===== config.mk =====
export PLATFORM = sky130hd
export DESIGN_NAME = hb_host_slave
export DESIGN_NICKNAME = d
export VERILOG_FILES = /design/src/rtl/hb_pkg.sv /design/src/rtl/hb_tick_gen.sv /design/src/rtl/hb_sync.sv /design/src/rtl/hb_recovery.sv /design/src/rtl/hb_host_slave.sv
export SDC_FILE = /design/constraint.sdc
export NUM_CORES = 1
export LEC_CHECK = 0
export BUFFER_PORTS_ARGS = -buffer_cell sky130_fd_sc_hd__buf_2
export CAP_MARGIN = 20
export CORE_MARGIN = 10
export CORE_UTILIZATION = 45
export DETAILED_ROUTE_END_ITERATION = 10
export GPL_TIMING_DRIVEN = 0
export PLACE_DENSITY = 0.8
export SYNTH_ARGS = -nofsm -noshare
export SYNTH_HDL_FRONTEND = slang
export SYNTH_SLANG_ARGS = --single-unit

===== constraint.sdc =====
create_clock -name clk -period 5.39 [get_ports clk]
set_input_delay 1.078 -clock clk [delete_from_list [all_inputs] [get_ports clk]]
set_output_delay 1.078 -clock clk [all_outputs]
set_load 0.01 [all_outputs]

===== src/rtl/hb_pkg.sv =====
package hb_pkg;
  typedef enum logic [1:0] {
    ACC_OTHER  = 2'd0,
    ACC_QT_WR  = 2'd1,
    ACC_QT_RD  = 2'd2,
    ACC_BUF_RD = 2'd3
  } acc_kind_t;

  localparam int ADDR_CFG   = 0;
  localparam int ADDR_STAT  = 1;
  localparam int ADDR_QT    = 2;
  localparam int ADDR_CODE  = 3;
  localparam int ADDR_THUMB = 4;
endpackage


===== src/rtl/hb_tick_gen.sv =====
module hb_tick_gen #(
  parameter int SEL_W = 2
) (
  input  logic             clk,
  input  logic             rst_n,
  input  logic [SEL_W-1:0] sel,
  output logic             tick
);
  localparam int CNT_W = (1 << SEL_W) - 1;
  localparam int CW1   = CNT_W + 1;

  logic [CNT_W-1:0] cnt;
  logic [CNT_W-1:0] mask;

  assign mask = CNT_W'((CW1'(1) << sel) - CW1'(1));
  assign tick = (cnt & mask) == mask;

  always_ff @(posedge clk or negedge rst_n)
    if (!rst_n) cnt <= '0;
    else        cnt <= cnt + CNT_W'(1);
endmodule


===== src/rtl/hb_sync.sv =====
module hb_sync #(
  parameter int W = 3
) (
  input  logic         clk,
  input  logic         rst_n,
  input  logic         en,
  input  logic [W-1:0] d,
  output logic [W-1:0] q
);
  for (genvar i = 0; i < W; i++) begin : g_bit
    logic s1, s2;
    always_ff @(posedge clk or negedge rst_n)
      if (!rst_n) begin
        s1 <= 1'b1;
        s2 <= 1'b1;
      end else if (en) begin
        s1 <= d[i];
        s2 <= s1;
      end
    assign q[i] = s2;
  end
endmodule


===== src/rtl/hb_recovery.sv =====
module hb_recovery #(
  parameter int CW = 3
) (
  input  logic          clk,
  input  logic          rst_n,
  input  logic          tick,
  input  logic          load,
  input  logic [CW-1:0] load_val,
  output logic          busy
);
  logic [CW-1:0] cnt;

  always_ff @(posedge clk or negedge rst_n)
    if (!rst_n)                cnt <= '0;
    else if (tick) begin
      if (load)                cnt <= load_val;
      else if (cnt != '0)      cnt <= cnt - CW'(1);
    end

  assign busy = cnt != '0;
endmodule


===== src/rtl/hb_host_slave.sv =====
module hb_host_slave
  import hb_pkg::*;
#(
  parameter int SEL_W      = 2,
  parameter int AW         = 3,
  parameter int DW         = 16,
  parameter int GAP_QT_WR  = 3,
  parameter int GAP_QT_RD  = 7,
  parameter int GAP_BUF_RD = 4,
  parameter int GAP_OTHER  = 2,
  parameter int CSDLY_MAX  = 3
) (
  input  logic             clk,
  input  logic             rst_n,
  input  logic [SEL_W-1:0] div_sel,
  input  logic             cs_n,
  input  logic             rd_n,
  input  logic             wr_n,
  input  logic [AW-1:0]    addr,
  input  logic [DW-1:0]    din,
  output logic [DW-1:0]    dout,
  output logic             dout_en,
  output logic             busy,
  output logic             viol,
  output logic             ext_rd,
  output logic             ext_wr,
  output logic [AW-1:0]    ext_addr,
  output logic [DW-1:0]    ext_wdata,
  input  logic [DW-1:0]    ext_rdata
);
  localparam int GAP_A   = GAP_QT_WR > GAP_QT_RD ? GAP_QT_WR : GAP_QT_RD;
  localparam int GAP_B   = GAP_BUF_RD > GAP_OTHER ? GAP_BUF_RD : GAP_OTHER;
  localparam int GAP_MAX = GAP_A > GAP_B ? GAP_A : GAP_B;
  localparam int CW      = $clog2(GAP_MAX + 1);
  localparam int CSD_W   = $clog2(CSDLY_MAX + 1);

  function automatic acc_kind_t classify(input logic is_wr, input logic [AW-1:0] a);
    if (a == AW'(ADDR_QT))                                       return is_wr ? ACC_QT_WR : ACC_QT_RD;
    if (!is_wr && (a == AW'(ADDR_CODE) || a == AW'(ADDR_THUMB))) return ACC_BUF_RD;
    return ACC_OTHER;
  endfunction

  function automatic logic [CW-1:0] gap_of(input acc_kind_t k);
    case (k)
      ACC_QT_WR:  return CW'(GAP_QT_WR);
      ACC_QT_RD:  return CW'(GAP_QT_RD);
      ACC_BUF_RD: return CW'(GAP_BUF_RD);
      default:    return CW'(GAP_OTHER);
    endcase
  endfunction

  logic tick;
  hb_tick_gen #(.SEL_W(SEL_W)) u_tick (
    .clk(clk), .rst_n(rst_n), .sel(div_sel), .tick(tick)
  );

  logic cs_s, rd_s, wr_s;
  hb_sync #(.W(3)) u_sync (
    .clk(clk), .rst_n(rst_n), .en(tick),
    .d({cs_n, rd_n, wr_n}), .q({cs_s, rd_s, wr_s})
  );

  // chip-select delay line, tap chosen by configuration
  logic [DW-1:0]        cfg;
  logic [CSDLY_MAX:1]   cs_dly;
  logic [CSDLY_MAX:0]   cs_tap;
  logic [CSD_W-1:0]     csdly;
  logic                 cs_int;
  assign cs_tap = {cs_dly, cs_s};
  assign csdly  = cfg[CSD_W-1:0];
  assign cs_int = cs_tap[csdly];

  always_ff @(posedge clk or negedge rst_n)
    if (!rst_n)    cs_dly <= '1;
    else if (tick) cs_dly <= cs_tap[CSDLY_MAX-1:0];

  logic rd_prev, wr_prev;
  always_ff @(posedge clk or negedge rst_n)
    if (!rst_n) begin
      rd_prev <= 1'b1;
      wr_prev <= 1'b1;
    end else if (tick) begin
      rd_prev <= rd_s;
      wr_prev <= wr_s;
    end

  // named internal events
  logic rd_fall_w, wr_fall_w, rd_rise_w, wr_rise_w;
  logic start_w, accept_w, viol_evt_w, end_w;
  logic pend, pend_wr;
  logic [AW-1:0] pend_addr;

  assign rd_fall_w  = tick & rd_prev & ~rd_s;
  assign wr_fall_w  = tick & wr_prev & ~wr_s;
  assign rd_rise_w  = tick & ~rd_prev & rd_s;
  assign wr_rise_w  = tick & ~wr_prev & wr_s;
  assign start_w    = (rd_fall_w | wr_fall_w) & ~cs_int & ~pend;
  assign viol_evt_w = start_w & busy;
  assign accept_w   = start_w & ~busy;
  assign end_w      = pend & (pend_wr ? wr_rise_w : rd_rise_w);

  hb_recovery #(.CW(CW)) u_rec (
    .clk(clk), .rst_n(rst_n), .tick(tick), .load(end_w),
    .load_val(gap_of(classify(pend_wr, pend_addr))), .busy(busy)
  );

  logic [DW-1:0] rd_mux;
  always_comb begin
    if (addr == AW'(ADDR_CFG))       rd_mux = cfg;
    else if (addr == AW'(ADDR_STAT)) rd_mux = {{(DW-1){1'b0}}, viol};
    else                             rd_mux = ext_rdata;
  end

  always_ff @(posedge clk or negedge rst_n)
    if (!rst_n) begin
      pend      <= 1'b0;
      pend_wr   <= 1'b0;
      pend_addr <= '0;
      cfg       <= '0;
      dout      <= '0;
      viol      <= 1'b0;
      ext_rd    <= 1'b0;
      ext_wr    <= 1'b0;
      ext_addr  <= '0;
      ext_wdata <= '0;
    end else begin
      ext_rd <= 1'b0;
      ext_wr <= 1'b0;
      if (viol_evt_w) viol <= 1'b1;
      if (accept_w) begin
        pend      <= 1'b1;
        pend_wr   <= wr_fall_w;
        pend_addr <= addr;
        ext_addr  <= addr;
        if (!wr_fall_w) begin
          dout   <= rd_mux;
          ext_rd <= addr >= AW'(ADDR_QT);
        end
      end else if (end_w) begin
        pend <= 1'b0;
        if (pend_wr) begin
          if (pend_addr == AW'(ADDR_CFG)) cfg <= din;
          else if (pend_addr >= AW'(ADDR_QT)) begin
            ext_wr    <= 1'b1;
            ext_wdata <= din;
          end
        end
      end
    end

  assign dout_en = pend & ~pend_wr;
endmodule


# Word level (Yosys, flattened, before mapping)
# Cells that the tools add are included.
# op_classes
n_eq_ne	8
muxes	25
addsub	3
shifts	1
order_cmp	3
bitwise	27
reduce_logical	12
# ops
cell	n
$mux W16	2
$and A1 B1 Y1	14
$mux W1	14
$not A1 Y1	11
$mux W2	5
$pmux W3 S3	1
$eq A3 B2 Y1 const B	2
$ge A3 B2 Y1 const B	2
$logic_not A3 Y1	2
$mux W3	2
$reduce_and A5 Y1	1
$eq A2 B2 Y1 const B	2
$reduce_and A2 Y1	2
$reduce_and A4 Y1	1
$reduce_bool A2 Y1	2
$add A3 B1 Y3 const B	1
$and A3 B3 Y3	1
$eq A3 B1 Y1 const B	1
$eq A3 B3 Y1	1
$eq A3 B3 Y1 const B	1
$lt A2 B3 Y1 const B	1
$reduce_bool A3 Y1	1
$shl A1 B2 Y3 const A	1
$sub A3 B1 Y3 const B	1
7 further kinds	7
# totals
wordCells	99
output_inout_bits	40
ff_bits	73

# Longest topological paths before layout
# Gate-level depths: netlist of the first run.
# logic_depth
depth_word	12
mapped_depth	6
ltp_nobuf	6

# Cells and area by module
# From an unflattened synthesis of the first run, not the netlist that was laid out.
# unflattened
cells_unflattened	266
hier_area_um2	3310.7
# by_module_without_submodules
mod	seq_area_each_um2	area_per_inst_um2	n_inst	cells_each
hb_host_slave	1532.7	2687.6	1	218
hb_sync	157.7	281.5	1	16
hb_recovery	75.1	207.7	1	22
hb_tick_gen	75.1	133.9	1	10

# Least setup slack after synthesis of the first run
# No wires, ideal clock.
# synth_timing
path_kind	input port to flip-flop
from	in div_sel[0]
to	reg ext_wdata[10]
cell_stages	5
setup_ns	0.125
path_slack_ns	2.927
arrival_time_ns	2.338
cell_sequence	nand2b_1 -> a311o_2 -> o2111ai_2 -> buf_4 -> mux2_2
# synth_via
elab_chain_len	12
word_cells_on_any_way	20
classes_between	add/sub (1); eq/ne (1); shift (1); mux (1); bitwise (15); reduce/logical (1)
# synth_rtl
element	line	text
from (decl)	hb_host_slave.sv:15	input logic [SEL_W-1:0] div_sel,
$shl A1 B2 Y3 *	hb_tick_gen.sv:15	assign mask = CNT_W'((CW1'(1) << sel) - CW1'(1));
$sub A3 B2 Y3 *	hb_tick_gen.sv:15	
$and A3 B3 Y3	hb_tick_gen.sv:16	assign tick = (cnt & mask) == mask;
$eq A3 B3 Y1 *	hb_tick_gen.sv:16	
$and A1 B1 Y1 (on tied branches) (2 in a row)	hb_host_slave.sv:93, hb_host_slave.sv:94	
$or A1 B1 Y1	hb_host_slave.sv:97	assign start_w = (rd_fall_w | wr_fall_w) & ~cs_int & ~pend;
$and A1 B1 Y1 (2 in a row)	hb_host_slave.sv:97	
$and A1 B1 Y1	hb_host_slave.sv:99	assign accept_w = start_w & ~busy;
$not A1 Y1 (no line)	--	
$reduce_and A5 Y1 (no line) *	--	
to (signal assigned)	hb_host_slave.sv:145	ext_wdata <= din;
to (decl)	hb_host_slave.sv:28	output logic [DW-1:0] ext_wdata,
# Mark *: on every way between the ends. The rest lies on a longest branch, timed or not.
# A chain may end at the register's enable or synchronous reset.

# Worst setup path after layout of the first run
# layout_timing
from	reg u_rec.cnt[0]
to	out busy
# layout_via
elab_chain_len	1
# layout_rtl
element	line	text
from (decl)	hb_recovery.sv:11	logic [CW-1:0] cnt;
from (signal assigned)	hb_recovery.sv:16	if (load) cnt <= load_val;
from (signal assigned)	hb_recovery.sv:17	else if (cnt != '0) cnt <= cnt - CW'(1);
$reduce_bool A3 Y1	hb_recovery.sv:20	assign busy = cnt != '0;
to (decl)	hb_host_slave.sv:23	output logic busy,
# No other way between the ends.

==> summary.md, run 1 <==
| Metric | Value |
|---|---|
| Status | finished clean |
| MaxCap Viol Count | 0 |
| Worst-path maximum fanout | 6 |
| Non-Filler Instances | 473 |
| I/O pins | 82 |
| Routed len/inst | about 17 µm |
| Final wirelength | 7830 µm |
| Crit path DAT | roughly 1.8 ns |
| Setup slack, reg-to-reg | 3.06 ns |
| DP Wirelength | between 5000 and 6000 µm |
| FF-to-FF Start | u_sync.g_bit[1].s2 |
| R2R depth | 5 |
| CTS tree | yes |
| Clock Latency Late Sink | approximately 0.34 ns |
| Largest net degree at the start of global routing | 60 |
| Fin. Hold Viols | 0 |
| First-pass GRT wire length | roughly 13,000 µm |
| Hold Path Sink | u_sync.g_bit[2].s2 |
| Worst Skew | 0.0103 ns |
| Total nets after synthesis | ~320 |
| Max Slew Vio Count | 0 |
| Worst hold path type | flop to flop |
| First DRT Iteration DRCs | 108 |
| Cts bufs inserted | 9 |
| Fill cells | 615 |
| # port buffers | 80 |
| CP dominant cell by count | inv_1 |
| Critical path, cell by cell | inv_1 > ha_1 > nor2b_1 > inv_1 > buf_2 |
| Buf/Inv on CP | 3 |
| Number of core rows | 31 |
| Critical Path Source Type | flop |
| DR DRC count | 0 |
| Synthesized cell area | 0.00330 mm² |
| Layout cell share with drive strength beyond 1 | 42.0% |
| GRT overflow | 0 |
| LEAKAGE | around 2.2 nW |
| Antenna Cells | 0 |
| Max IR drop VDD | 0.000184 V |
| Req. time, crit path | ~4.3 ns |
| CP max stage cell | nor2b_1 |
| Slew @ Worst Pin | slightly below 0.7 ns |
| Pwr Density | 468 mW/mm² |
| Crit path time final | 2.84 ns |
| Die ar. | approximately 0.011 mm² |
| Hold Path Cell Cnt | 2 |
| GPL Wtd Cong | 0.794 |
| Flops & latches, synth | between 70 and 80 |
| # H-tree levels | 3 |
| Placed Instances | 457 |
| Post-synth ARST share | between 90% and 100% |
| Syn Inst Count | 277 |
| Core outline area | 0.00718 mm² |
| DR pass1 iterations | 4 |
| Final setup violation count | 0 |
| Setup repair bufs after CTS | 0 |
| Post-synth top flop | dfrtp_1 |
| DRT antenna net count | 0 |
| Synth top area cells | dfrtp_1 47%, mux2_2 12%, dfstp_2 8.8%, mux2i_1 4.9%, nand2_1 4.2% |
| CP top delay family | buffers and inverters |
| Total power | 0.00191 W |
| Setup TNS | 0 ns |
| Cell taking the most area after synthesis | dfrtp_1 |
| Count of nets after finishing | between 400 and 500 |
| Hold_buf cts | 0 |
| Warnings, synthesis | 0 |
| Sequential area share after synthesis | 55.8% |
| RSZ-0062 raised after global routing | no |
| Setup crit end kind | output port |
| Post-cts gate resize count | 0 |
| Area growth syn-to-layout | 23.5% |
| Number of global-route vias before repair | 2,487 |
| Fmax | 352 MHz |
| Cell variety after synth | 40 |
| CTS root buf | clkbuf_8 |
| GRT Total Usage | approximately 14% |
| Initial core utilization | 45.9% |
| Period utilization | between 50 and 60% |
| Routed via count | 2,357 |
| Worst Path Class, Setup | flop to output port |
| Top cells by count, synth | 62 x dfrtp_1, 37 x nand2_1, 36 x mux2_2, 22 x inv_1, 17 x nor3b_1 |
| Vias per inst | 4.98 |
| Mean Syn Cell Area | 11.9 µm² |
| Biggest cell delay along the critical path | between 0.4 and 0.5 ns |
| Most common cell in the netlist | dfrtp_1 |
| HP Start | u_sync.g_bit[2].s1 |
| Max-Slew Margin vs Limit | 54.6% |
| Clock slew at reported path FFs | approximately 0.070 ns |
| Synth top area share | 47.1% |
| Clk buf depth | 2 |
| EDFF count, synth | 0 |
| Reg-to-reg endpoint | cfg[11] |
| Chip height | 106 µm |
| Die X | 106 µm |
| Clk sinks | 73 |
| Antenna violations before repair | 0 |
==> where the power goes <==
part	switching, W	internal [W]
sequential	0.000120	0.000743
clock	0.000201	0.000273
combinational	0.000282	0.000286
==> tightest hold or removal path: stages, from the launching register on <==
cell	delay (ns)
dfstp_2	0.37
nand2_1	0.05
nand2_1	0.04
==> layout by cell type, fill, tap and decap left out, types with 2 or more instances in the layout <==
cell type,netlist,layout
nor3b_1,17,17
nand3_1,3,3
o21ai_0,7,7
nand2_1,37,37
nand2b_1,3,3
clkinv_2,0,2
bufinv_16,0,2
mux2_2,36,36
nor2_1,4,4
dfstp_2,11,11
mux2i_1,16,16
clkbuf_1,8,9
ha_1,4,4
buf_2,0,79
clkbuf_8,0,10
o21a_1,2,2
buf_4,2,3
nor2b_1,4,4
dfrtp_1,62,62
a21oi_1,16,16
inv_1,22,22
==> through the flow <==
stage	setup slack [ns]	hold slack, ns	utilization, %	area, µm²
2_1_floorplan	2.93	0.433	-	3300
3_3_place_gp	2.45	0.442	53.2	3820
3_5_place_dp	2.45	0.447	53.7	3850
4_1_cts	2.53	0.459	56.7	4070
5_1_grt	2.44	0.473	56.7	4070
6_report	2.55	0.456	56.7	4070
==> logic make-up (layout without fill, tap and decap cells) <==
kind of cell	Yosys count	count (layout)	share of synthesized area, %
fa+ha+maj	4	4	1.52
compound gates	35	35	7.29
buf+inv	34	131	4.33
xor+xnor	1	1	0.266
flops	73	73	55.8
simple gates	77	77	12.9
mux	53	53	17.8
==> registers in the layout, summed over array words and instances (netlist names) <==
register	flops
cfg	16
cs_dly	3
dout	16
ext_rd	1
ext_wdata	16
ext_wr	1
pend	1
pend_addr	3
pend_wr	1
rd_prev	1
u_rec.cnt	3
u_sync.g_bit.s1	3
u_sync.g_bit.s2	3
u_tick.cnt	3
viol	1
wr_prev	1
==> final cells by class <==
class                   count  area, µm²  area share, %
flip-flops and latches     73       1840           45.2
multi-input cells         170       1310           32.2
repair buffers             81        430           10.6
clock buffers              11        141           3.47
well taps                  99        124           3.04
inverters                  22       82.6           2.03
clock inverters             5       78.8           1.94
plain buffers              12       60.1           1.48
==> per-layer routing <==
layer | vias to the layer above | wire (µm) | global-route usage (%)
met5 | - | 0 | 0
met3 | 14 | 329 | 3.35
met4 | 0 | 178 | 6.77
li1 | 1133 | - | -
met1 | 1164 | 3570 | 18.1
met2 | 46 | 3760 | 22.4
==> worst max path at each step <==
stage	startpoint	to	slack (ns)	cells after the start
after floorplan	div_sel[0]	ext_wdata[10]	2.93	5
after global placement	div_sel[0]	cfg[6]	2.45	6
after detailed placement	div_sel[0]	cfg[8]	2.45	6
after CTS	u_rec.cnt[0]	busy	2.53	5
after global routing	u_rec.cnt[0]	busy	2.44	5
final	u_rec.cnt[0]	busy	2.55	5
Power figures use the tool's default switching activity.
==> run 2, diff against run 1 <==
Settings changed: PLACE_DENSITY 0.8 to 0.83.
Clock period 5.39 ns to 2.3 ns, I/O delays scaled along.
==> summary.md, run 2 (same netlist as run 1, synthesis figures left out) <==
| Metric | Value |
|---|---|
| Fin. Hold Viols | 0 (unchanged) |
| First DRT Iteration DRCs | 137 (was 108) |
| Worst-path maximum fanout | 10 (was 6) |
| Req. time, crit path | 2.53 ns (was 4.31 ns) |
| I/O pins | 82 (unchanged) |
| Most common cell after layout, fill and taps aside | buf_2 (unchanged) |
| DP Wirelength | 5840 µm (was 5800 µm) |
| MaxCap Viol Count | 0 (unchanged) |
| Initial core utilization | 45.9% (unchanged) |
| Setup crit end kind | flop (was output port) |
| Cts bufs inserted | 9 (unchanged) |
| Hold_buf cts | 0 (unchanged) |
| Critical Path Source Type | flop (unchanged) |
| DRT antenna net count | 0 (unchanged) |
| Placed Instances | 456 (was 457) |
| Crit path time final | approximately 2.2 ns |
| # H-tree levels | 3 (unchanged) |
| Worst Path Class, Setup | flop to flop (was flop to output port) |
| Fill cells | 640 (was 615) |
| Routed len/inst | 16.7 µm (was 16.6 µm) |
| Routed via count | 2,391 (was 2,357) |
| RSZ-0062 raised after global routing | no (unchanged) |
| Area growth syn-to-layout | 23.0% (was 23.5%) |
| Layout cell share with drive strength beyond 1 | 42.1% (was 42.0%) |
| Final setup violation count | 0 (unchanged) |
| Clk sinks | 73 (unchanged) |
| Non-Filler Instances | 472 (was 473) |
| Clock slew at reported path FFs | 0.08 ns (was 0.07 ns) |
| First-pass GRT wire length | 13,000 µm (was 12,900 µm) |
| Setup repair bufs after CTS | 0 (unchanged) |
| Largest regs | cfg x16, dout x16, ext_wdata x16 (unchanged) |
| CTS root buf | clkbuf_8 (unchanged) |
| Die X | 106 µm (unchanged) |
| Commonest non-fill, non-tap cells in the layout | 79 x buf_2, 62 x dfrtp_1, 37 x nand2_1 (unchanged) |
| Worst hold path type | input pin to async pin (was flop to flop) |
| Number of global-route vias before repair | 2,598 (was 2,487) |
| Count of nets after finishing | 414 (was 415) |
| Number of core rows | 31 (unchanged) |
| GPL Wtd Cong | 0.817 (was 0.794) |
| GRT Total Usage | 14.5% (was 14.2%) |
| Antenna violations before repair | 0 (unchanged) |
| R2R depth | 5 (unchanged) |
| Fmax | 459 MHz |
| Setup crit end | cfg[11] (was busy) |
| Pwr Density | 1110 mW/mm² (was 468 mW/mm²) |
| Clk buf depth | 2 (unchanged) |
| Reg-to-reg endpoint | cfg[11] (unchanged) |
| Core outline area | 0.00718 mm² (unchanged) |
| Crit path from | u_sync.g_bit[1].s2 (was u_rec.cnt[0]) |
| Status | finished clean (unchanged) |
| Worst Skew | 0.00957 ns (was 0.0103 ns) |
| Clock Latency Late Sink | 0.34 ns (about the same) |
| FF+latch area | 0.00184 mm² (unchanged) |
| Max-Slew Margin vs Limit | 40.4% (was 54.6%) |
| LEAKAGE | 2.14 nW (was 2.15 nW) |
| Crit path DAT | 2.41 ns (was 1.76 ns) |
| Chip height | 106 µm (unchanged) |
| Max IR drop VDD | 0.000529 V (was 0.000184 V) |
| CTS tree | yes (unchanged) |
| Largest net degree at the start of global routing | 74 (was 60) |
| DR pass1 iterations | 4 (unchanged) |
| GRT overflow | 0 (unchanged) |
| Final wirelength | 7890 µm (was 7830 µm) |
| DR DRC count | 0 (unchanged) |
| Vias per inst | 5.07 (was 4.98) |
| Setup slack, reg-to-reg | 0.12 ns (was 3.06 ns) |
| Hold WS | 0.235 ns (was 0.456 ns) |
| Period utilization | 94.8% |
| Antenna Cells | 0 (unchanged) |
| Area of the multi-input gates | 0.00132 mm² (was 0.00131 mm²) |
| FF-to-FF Start | u_sync.g_bit[1].s2 (unchanged) |
| # port buffers | 80 (unchanged) |
| Max Slew Vio Count | 0 (unchanged) |
| Slew @ Worst Pin | 0.894 ns (was 0.678 ns) |
| Die ar. | 0.0111 mm² (unchanged) |
## run 2: cell count changes in the layout (fill, tap and decap cells not counted), sizes merged
cell / delta
buf: -1
clkinv: -2
clkinvlp: +2
## run 2: cell type report
cell class | instances | share of cell area (%)
sequential | 73 | 45.4
multi-input combinational | 170 | 32.6
timing repair buffer | 80 | 9.94
clock buffer | 11 | 3.49
tap | 99 | 3.06
inverter | 22 | 2.04
clock inverter | 5 | 1.98
buffer | 12 | 1.48
## run 2: where the power goes
group / internal, W / leakage (nW) / switching (W)
registers: 0.00174 / 0.884 / 0.000292
logic: 0.000669 / 1.15 / 0.000674
clock network: 0.000639 / 0.106 / 0.000472
total: 0.00305 / 2.14 / 0.00144
## run 2: what timing repair did
item / in CTS / in global routing
gates resized for setup: 1 / 1
endpoints found under the setup margin: 10 / 11
cloned: 0 / 0
pin swaps: 0 / 1
## run 2: worst min-delay path by stage
stage,to,slack [ns],depth (start not counted)
6_report,dout[13],0.24,1
5_1_grt,u_sync.g_bit[1].s1,0.29,3
4_1_cts,dout[13],0.27,1
3_5_place_dp,u_sync.g_bit[0].s2,0.45,2
3_3_place_gp,u_sync.g_bit[2].s2,0.45,2
2_1_floorplan,cfg[0],0.16,0
## run 2: worst max-delay path, stage by stage (launching register included)
cell	delay, ns
dfstp_2	0.55
nor3b_1	0.35
nor2_1	0.14
nor3_4	0.39
buf_4	0.28
mux2_2	0.35
## run 2: through the flow
stage	worst slack [ns]	utilization [%]	cell area [µm²]	TNS (ns)	power, W
after detailed placement	-0.0600	53.3	3820	-0.499	0.00341
after CTS	0.0330	56.4	4050	0	0.00454
after global routing	0.00140	56.5	4050	0	0.00480
after global placement	-0.0121	53.2	3820	-0.105	0.00331
after floorplan	0.358	-	3300	0	0.00284
final	0.119	56.5	4050	0	0.00449
## run 2: metal layers
metal / wire length, µm / GRT usage [%]
met4: 140 / 6.09
met5: 0 / 0
met2: 4000 / 24.0
met1: 3440 / 17.5
met3: 307 / 3.90
